[src/rtl/sbs_pkg.sv]
package sbs_pkg;

    localparam int LANES  = 4;
    localparam int LANE_W = 9;
    localparam int WORD_W = LANES * LANE_W;

    typedef enum logic [1:0] {
        OP_NONE = 2'd0,
        OP_RD   = 2'd1,
        OP_WR   = 2'd2
    } op_e;

    typedef struct packed {
        logic             cpu;
        logic             ctl;
        logic             adv;
        logic             ce_a;
        logic             ce_b;
        logic             ce_c;
        logic             bwe;
        logic             gw;
        logic             lin;
        logic [LANES-1:0] lane_we;
    } cmd_t;

    function automatic logic [1:0] burst_low(input logic [1:0] start,
                                             input logic [1:0] step,
                                             input logic       lin);
        return lin ? (start + step) : (start ^ step);
    endfunction

    function automatic logic [LANES-1:0] lane_mask(input cmd_t c);
        if (c.gw)
            return {LANES{1'b1}};
        else if (c.bwe)
            return c.lane_we;
        else
            return '0;
    endfunction

endpackage

[src/rtl/sbs_in_reg.sv]
module sbs_in_reg
    import sbs_pkg::*;
#(
    parameter int AW = 6
) (
    input  logic              clk,
    input  logic              rst,
    input  cmd_t              cmd_d,
    input  logic [AW-1:0]     adr_d,
    input  logic [WORD_W-1:0] din_d,
    output cmd_t              cmd_q,
    output logic [AW-1:0]     adr_q,
    output logic [WORD_W-1:0] din_q
);

    always_ff @(posedge clk) begin
        if (rst) begin
            cmd_q <= '0;
            adr_q <= '0;
            din_q <= '0;
        end else begin
            cmd_q <= cmd_d;
            adr_q <= adr_d;
            din_q <= din_d;
        end
    end

endmodule

[src/rtl/sbs_burst_ctl.sv]
module sbs_burst_ctl
    import sbs_pkg::*;
#(
    parameter int AW = 6
) (
    input  logic             clk,
    input  logic             rst,
    input  cmd_t             cmd_q,
    input  logic [AW-1:0]    adr_q,
    output op_e              op_o,
    output logic [AW-1:0]    acc_adr_o,
    output logic [LANES-1:0] wmask_o
);

    logic          act_q, act_d;
    logic [AW-1:0] base_q, base_d;
    logic [1:0]    cnt_q, cnt_d;
    logic          cpu_ok, start_c, sel_c;
    logic [LANES-1:0] mask_c;

    always_comb begin
        cpu_ok  = cmd_q.cpu & cmd_q.ce_a;
        start_c = cpu_ok | cmd_q.ctl;
        sel_c   = cmd_q.ce_a & cmd_q.ce_b & cmd_q.ce_c;
        mask_c  = lane_mask(cmd_q);
        act_d   = act_q;
        base_d  = base_q;
        cnt_d   = cnt_q;
        op_o    = OP_NONE;
        if (start_c) begin
            act_d  = sel_c;
            base_d = adr_q;
            cnt_d  = 2'd0;
            if (sel_c)
                op_o = (cpu_ok || mask_c == '0) ? OP_RD : OP_WR;
        end else if (cmd_q.adv && act_q) begin
            cnt_d = cnt_q + 2'd1;
            op_o  = (mask_c == '0) ? OP_RD : OP_WR;
        end
        acc_adr_o = {base_d[AW-1:2], burst_low(base_d[1:0], cnt_d, cmd_q.lin)};
        wmask_o   = (op_o == OP_WR) ? mask_c : '0;
    end

    always_ff @(posedge clk) begin
        if (rst) begin
            act_q  <= 1'b0;
            base_q <= '0;
            cnt_q  <= '0;
        end else begin
            act_q  <= act_d;
            base_q <= base_d;
            cnt_q  <= cnt_d;
        end
    end

    a_r3_cnt_hold: assert property (@(posedge clk) disable iff (rst)
        (!start_c && !cmd_q.adv) |=> $stable(cnt_q));

    a_r5_base_fixed: assert property (@(posedge clk) disable iff (rst)
        (!start_c) |=> $stable(base_q));

    a_r9_desel: assert property (@(posedge clk) disable iff (rst)
        (cmd_q.ctl && !cmd_q.ce_b) |=> !act_q);

    a_r10_cpu_gate: assert property (@(posedge clk) disable iff (rst)
        (cmd_q.cpu && !cmd_q.ce_a && !cmd_q.ctl && !cmd_q.adv) |-> (op_o == OP_NONE));

endmodule

[src/rtl/sbs_array.sv]
module sbs_array
    import sbs_pkg::*;
#(
    parameter int AW = 6
) (
    input  logic              clk,
    input  logic              rst,
    input  op_e               op_i,
    input  logic [AW-1:0]     adr_i,
    input  logic [LANES-1:0]  wmask_i,
    input  logic [WORD_W-1:0] din_i,
    output logic [WORD_W-1:0] rd_data_o,
    output logic              rd_vld_o
);

    localparam int DEPTH = 1 << AW;

    for (genvar l = 0; l < LANES; l++) begin : g_lane
        logic [LANE_W-1:0] mem [DEPTH];

        always_ff @(posedge clk) begin
            if (op_i == OP_WR && wmask_i[l])
                mem[adr_i] <= din_i[l*LANE_W +: LANE_W];
            if (op_i == OP_RD)
                rd_data_o[l*LANE_W +: LANE_W] <= mem[adr_i];
        end
    end

    always_ff @(posedge clk) begin
        if (rst)
            rd_vld_o <= 1'b0;
        else
            rd_vld_o <= (op_i == OP_RD);
    end

endmodule

[src/rtl/sbsram.sv]
module sbsram
    import sbs_pkg::*;
#(
    parameter int AW = 6
) (
    input  logic              clk,
    input  logic              rst,
    input  logic [AW-1:0]     addr_i,
    input  logic [35:0]       wdata_i,
    input  logic              cs_pipe_i,
    input  logic              cs_hi_i,
    input  logic              cs_lo_i,
    input  logic              astb_cpu_i,
    input  logic              astb_ctl_i,
    input  logic              adv_i,
    input  logic [3:0]        lane_we_i,
    input  logic              lane_wen_i,
    input  logic              wr_all_i,
    input  logic              lin_i,
    input  logic              oe_i,
    output logic [35:0]       rdata_o,
    output logic              rvalid_o
);

    cmd_t              cmd_d, cmd_q;
    logic [AW-1:0]     adr_q, acc_adr;
    logic [WORD_W-1:0] din_q, arr_data, out_q;
    op_e               op;
    logic [LANES-1:0]  wmask;
    logic              arr_vld, out_vld_q;

    always_comb begin
        cmd_d.cpu     = astb_cpu_i;
        cmd_d.ctl     = astb_ctl_i;
        cmd_d.adv     = adv_i;
        cmd_d.ce_a    = cs_pipe_i;
        cmd_d.ce_b    = cs_hi_i;
        cmd_d.ce_c    = cs_lo_i;
        cmd_d.bwe     = lane_wen_i;
        cmd_d.gw      = wr_all_i;
        cmd_d.lin     = lin_i;
        cmd_d.lane_we = lane_we_i;
    end

    sbs_in_reg #(.AW(AW)) u_in (
        .clk(clk), .rst(rst),
        .cmd_d(cmd_d), .adr_d(addr_i), .din_d(wdata_i),
        .cmd_q(cmd_q), .adr_q(adr_q), .din_q(din_q)
    );

    sbs_burst_ctl #(.AW(AW)) u_ctl (
        .clk(clk), .rst(rst),
        .cmd_q(cmd_q), .adr_q(adr_q),
        .op_o(op), .acc_adr_o(acc_adr), .wmask_o(wmask)
    );

    sbs_array #(.AW(AW)) u_arr (
        .clk(clk), .rst(rst),
        .op_i(op), .adr_i(acc_adr), .wmask_i(wmask), .din_i(din_q),
        .rd_data_o(arr_data), .rd_vld_o(arr_vld)
    );

    always_ff @(posedge clk) begin
        if (rst) begin
            out_q     <= '0;
            out_vld_q <= 1'b0;
        end else begin
            out_vld_q <= arr_vld;
            if (arr_vld)
                out_q <= arr_data;
        end
    end

    assign rdata_o  = out_q;
    assign rvalid_o = out_vld_q & oe_i;

    a_r1_first_word: assert property (@(posedge clk) disable iff (rst)
        (astb_cpu_i && cs_pipe_i && cs_hi_i && cs_lo_i) |-> ##3 out_vld_q);

endmodule

[config.mk]
export PLATFORM = sky130hd
export DESIGN_NAME = sbsram
export DESIGN_NICKNAME = d
export VERILOG_FILES = /design/src/rtl/sbs_pkg.sv /design/src/rtl/sbs_in_reg.sv /design/src/rtl/sbs_burst_ctl.sv /design/src/rtl/sbs_array.sv /design/src/rtl/sbsram.sv
export SDC_FILE = /design/constraint.sdc
export NUM_CORES = 2
export LEC_CHECK = 0
export BUFFER_PORTS_ARGS = -buffer_cell sky130_fd_sc_hd__buf_2
export CAP_MARGIN = 20
export CORE_UTILIZATION = 55
export DETAILED_ROUTE_END_ITERATION = 8
export PLACE_DENSITY = 0.77
export SETUP_SLACK_MARGIN = 0.15
export SLEW_MARGIN = 20
export SYNTH_ARGS = -nofsm -noshare
export SYNTH_HDL_FRONTEND = slang
export SYNTH_SLANG_ARGS = --single-unit
[constraint.sdc]
create_clock -name clk -period 4.39 [get_ports clk]
set_input_delay 0.439 -clock clk [delete_from_list [all_inputs] [get_ports clk]]
set_output_delay 0.439 -clock clk [all_outputs]
set_load 0.1 [all_outputs]
==> out/results.txt <==
The flow ran to the end, and the final reports show no timing, DRC or antenna violations. 95 I/O pins were placed. For this run, the slowest stage of the critical path takes 0.44 ns.

Fraction of power consumed by the clock network: 40.4%. Per report_power, the combinational group accounts for 5.7% of the total. Across the VDD grid, the largest voltage drop is 350 uV. sky130_fd_sc_hd__edfxtp_1 is the most common cell in the netlist. The run gives 4.97 ns as the required time of the critical path. The power density of the placed cells works out to 436 nW/um^2.

For the pin with the worst max-slew slack, the measured transition is 1.14 ns. The tools report the area of the mapped netlist as 95000 sq um. Clock latency on the worst-skew pair, taken at its later pin, is 0.88 ns.

The number of antenna violations at the first check in global routing is 11, and the via count of the first global-routing pass is 54201. In this run the clock root is driven by a sky130_fd_sc_hd__clkbuf_16. Clock period minus worst slack: 4.21 ns.

The register-to-register setup slack came out at 0.18 ns. The largest total area in the synthesized netlist belongs to sky130_fd_sc_hd__edfxtp_1. Final hold analysis gives a worst-case slack of 0.0702 ns. The tools report the remaining antenna violation count as 0. For the final global-route overflow total, the log shows 0. The area of the die is 174000 sq um, and the number of optimization iterations in the first detailed-route pass is 8.

After clock tree synthesis, the clock-pin slew on the worst setup and hold paths is 0.06 ns. The final layout contains 5814 nets. Dividing the detail-routed via count by the number of cells gives 6.73. The logs give 0 for the count of warnings emitted by yosys and 0.0105 W for the switching power summed over all nets. The run gives 0 as the number of remaining DRC errors.

Cell type group with the largest total delay on the critical path: simple AND/OR/NAND/NOR gates. The die is 418 um wide. The number of synthesized flops with an enable pin was 2340.

The final-layout fill cell count came out at 11285. The path class of the tightest hold or removal check is in -> reg. The average footprint of a synthesized cell works out to 18.3 sq um. The first routing iteration left 8971 violations. Max-cap violations in this run came to 0. For the final routed database, the setup TNS stands at 0 ns. Timing would allow up to 238 MHz. The proportion of power drawn by flip-flops and latches was 53.9%. Ranked by total cell area, the synthesized netlist is headed by sky130_fd_sc_hd__edfxtp_1 (74%), sky130_fd_sc_hd__mux4_2 (7.5%), sky130_fd_sc_hd__mux2i_1 (5.2%), sky130_fd_sc_hd__dfxtp_1 (2.1%), sky130_fd_sc_hd__nor2_1 (1.4%).

Of the total power, the share spent switching nets is 21.9%. Half-perimeter wire length after placement: 176 mm. Kind of end point of the critical path: a flop. The number of nets handed over by synthesis was 5236.

The routed wirelength normalized by instance count works out to 33.5 um. Data on the critical path arrives at its endpoint at 4.80 ns. The clock tree buffer depth was 3; the total number of clock tree sinks was 2442. In this run the worst path has a maximum fanout of 54. The kind of launch point of the worst setup path was a flop. Headroom to the max-slew limit came out at 22.4%. Among the stages of the critical path, the cell type that occurs most often is sky130_fd_sc_hd__nand2_1. Walking the worst path, the cells encountered are a21o_2 -> nand2_1 -> nand2_1 -> ha_4 -> a21bo_2 -> nand3_1 -> o21ai_4 -> nor2_4 -> buf_12 -> buf_4 -> mux2i_2 -> o22ai_1 -> nor3_1 -> nand4_1. The most frequently used flop master after synthesis is sky130_fd_sc_hd__edfxtp_1. After floorplanning, the core was divided into 152 placement rows. The internal portion of total power is 0.0373 W, and the distinct cell type count after synthesis is 76. TritonCTS built the clock tree.

Among all stages on the critical path, the largest delay is contributed by sky130_fd_sc_hd__mux2i_2. The run gives 172000 sq um as the placeable core region. The number of pins exceeding their max-slew limit in the final report came out at 0. At the end of routability-driven placement, the weighted congestion stood at 1.00.

The initial utilization of the core area, before any placement, comes to 55.4%. The number of setup violations in the final report is 0, and the ratio of cells with drive above 1 in the final layout is 23.5%. For the first-pass GRT wire length, the log shows 389 mm.

Of the synthesized area, sequential elements account for 76.1%. The instance count of the mapped netlist came out at 5177. Across the routed clock network, the largest skew measured is 0.0443 ns. In this run the vertical extent of the chip is 418 um. Setup repair after global routing could not meet its margin everywhere.

For this run, the total global-route usage over all layers was measured as 31.4%. The final-report hold violation count was 0. After synthesis the netlist holds a flip-flop and latch count of 2442.

The number of buffers and inverters on the critical path is 2. For this design the static power due to leakage is 35.6 nW. From synthesis to final layout, the design area changed by 15.5%. The final wirelength came out at 276 mm. The tools report the number of levels the H-tree was split into as 4.

During placement, the flow inserted port buffers numbering 94. The tools report the largest net degree at the start of global routing as 76. The proportion of netlist area held by the largest area contributor came out at 74.0%. By count the netlist is led by sky130_fd_sc_hd__edfxtp_1 (2340), sky130_fd_sc_hd__mux2i_1 (492), sky130_fd_sc_hd__nor2_1 (359). The share of synthesized flip-flops with an asynchronous set or reset is 0%, and the number of clock buffers inserted by TritonCTS is 229. For the total via count after detailed routing, the log shows 55549.

The type of the worst setup path was reg -> reg. The share of the cycle needed by the critical path after routing is 95.9%, and the final standard cell utilization of the core is 64.0%.
[repair_timing]
item | CTS | global route
hold buffers | 55 | 0
setup buffers | 0 | 0
setup endpoints to repair | 0 | 7
hold endpoints to repair | 55 | 0
resized for setup | 0 | 8
[power by group through the flow]
| stage | registers [W] | logic [W] | clock network [W] |
|---|---|---|---|
| after floorplan | 0.0262 | 0.00147 | 0 |
| after global placement | 0.0263 | 0.00254 | 0 |
| after detailed placement | 0.0263 | 0.00259 | 0 |
| after CTS | 0.0258 | 0.00265 | 0.0194 |
| after global routing | 0.0258 | 0.00279 | 0.0202 |
| final | 0.0258 | 0.00274 | 0.0193 |
[final cells by class]
| cell class | count | area, sq um | share of cell area, % |
|---|---|---|---|
| well taps | 2310 | 2890 | 2.63 |
| clock inverters | 123 | 1150 | 1.05 |
| repair buffers | 661 | 5430 | 4.95 |
| flip-flops and latches | 2442 | 72400 | 66.0 |
| inverters | 3 | 23.8 | 0.0217 |
| clock buffers | 298 | 6160 | 5.61 |
| diodes | 2 | 5.00 | 0.00456 |
| multi-input cells | 2418 | 21600 | 19.7 |
[sequential cells by signal, summed over array words and instances, names as in the netlist]
register and cells:
u_in.din_q 36, u_in.adr_q 6, u_ctl.act_q 1, u_arr.rd_data_o 36, rdata_o 36, u_arr.rd_vld_o 1, u_ctl.cnt_q 2, u_in.cmd_q 13
out_vld_q 1, u_ctl.base_q 6, u_arr.g_lane.mem 2304
[placed cells by master (no fill, tap or decap), types with 39 or more instances in the layout]
cell / count
sky130_fd_sc_hd__dfxtp_1: 65
sky130_fd_sc_hd__o21ai_0: 70
sky130_fd_sc_hd__buf_12: 42
sky130_fd_sc_hd__nand3_1: 49
sky130_fd_sc_hd__clkbuf_16: 233
sky130_fd_sc_hd__buf_2: 93
sky130_fd_sc_hd__nor2b_1: 57
sky130_fd_sc_hd__a22oi_1: 39
sky130_fd_sc_hd__buf_4: 468
sky130_fd_sc_hd__edfxtp_1: 2340
sky130_fd_sc_hd__mux2i_1: 484
sky130_fd_sc_hd__a21oi_1: 124
sky130_fd_sc_hd__mux2_2: 39
sky130_fd_sc_hd__o221ai_1: 105
sky130_fd_sc_hd__dlygate4sd3_1: 55
sky130_fd_sc_hd__nor2_1: 328
sky130_fd_sc_hd__o22ai_1: 139
sky130_fd_sc_hd__clkbuf_1: 52
sky130_fd_sc_hd__mux4_2: 318
sky130_fd_sc_hd__clkinv_1: 52
sky130_fd_sc_hd__nand2_1: 293
[worst reg2reg max path, stage by stage (launching register included)]
cell	delay [ns]
sky130_fd_sc_hd__dfxtp_1	0.36
sky130_fd_sc_hd__a21o_2	0.29
sky130_fd_sc_hd__nand2_1	0.10
sky130_fd_sc_hd__nand2_1	0.10
sky130_fd_sc_hd__ha_4	0.21
sky130_fd_sc_hd__a21bo_2	0.24
sky130_fd_sc_hd__nand3_1	0.18
sky130_fd_sc_hd__o21ai_4	0.15
sky130_fd_sc_hd__nor2_4	0.34
sky130_fd_sc_hd__buf_12	0.40
sky130_fd_sc_hd__buf_4	0.39
sky130_fd_sc_hd__mux2i_2	0.44
sky130_fd_sc_hd__o22ai_1	0.23
sky130_fd_sc_hd__nor3_1	0.38
sky130_fd_sc_hd__nand4_1	0.13
[worst paths after layout]
| kind | start | cells after the start | to |
|---|---|---|---|
| worst min-delay path | rst | 2 | u_ctl.base_q[2] |
| worst max-delay path | u_in.cmd_q[12] | 14 | u_arr.rd_data_o[7] |
| worst min register to register | u_ctl.base_q[0] | 2 | u_ctl.base_q[0] |
| worst max register to register | u_in.cmd_q[12] | 14 | u_arr.rd_data_o[7] |
[stage by stage]
step,area [sq um],std cells,power (W),setup slack (ns)
after floorplan,95200,5177,0.0277,0.134
after global placement,102000,7776,0.0288,0.211
after detailed placement,102000,7778,0.0289,0.225
after CTS,110000,8254,0.0478,0.184
after global routing,110000,8255,0.0488,0.0972
final,110000,8257,0.0478,0.180
[metal layers]
layer	wire [um]	track usage (%)
met1	96700	42.3
met2	126000	48.0
met3	36700	7.65
met4	16700	16.2
met5	112	0
[kinds of logic (layout without fill, tap and decap cells)]
kind of cell               Yosys count  in the layout  share of synthesized area, %
AOI/OAI and AO/OA                  657            657                          4.80
xor gates and xnor gates             3              3                        0.0474
adders and majority gates            1              1                        0.0132
buffers and inverters              317           1085                          1.59
DFF                               2442           2442                          76.1
muxes                              854            854                          13.3
other                                0              2                             0
and+or+nand+nor                    903            903                          4.16
(Power assumes the default switching activity.)
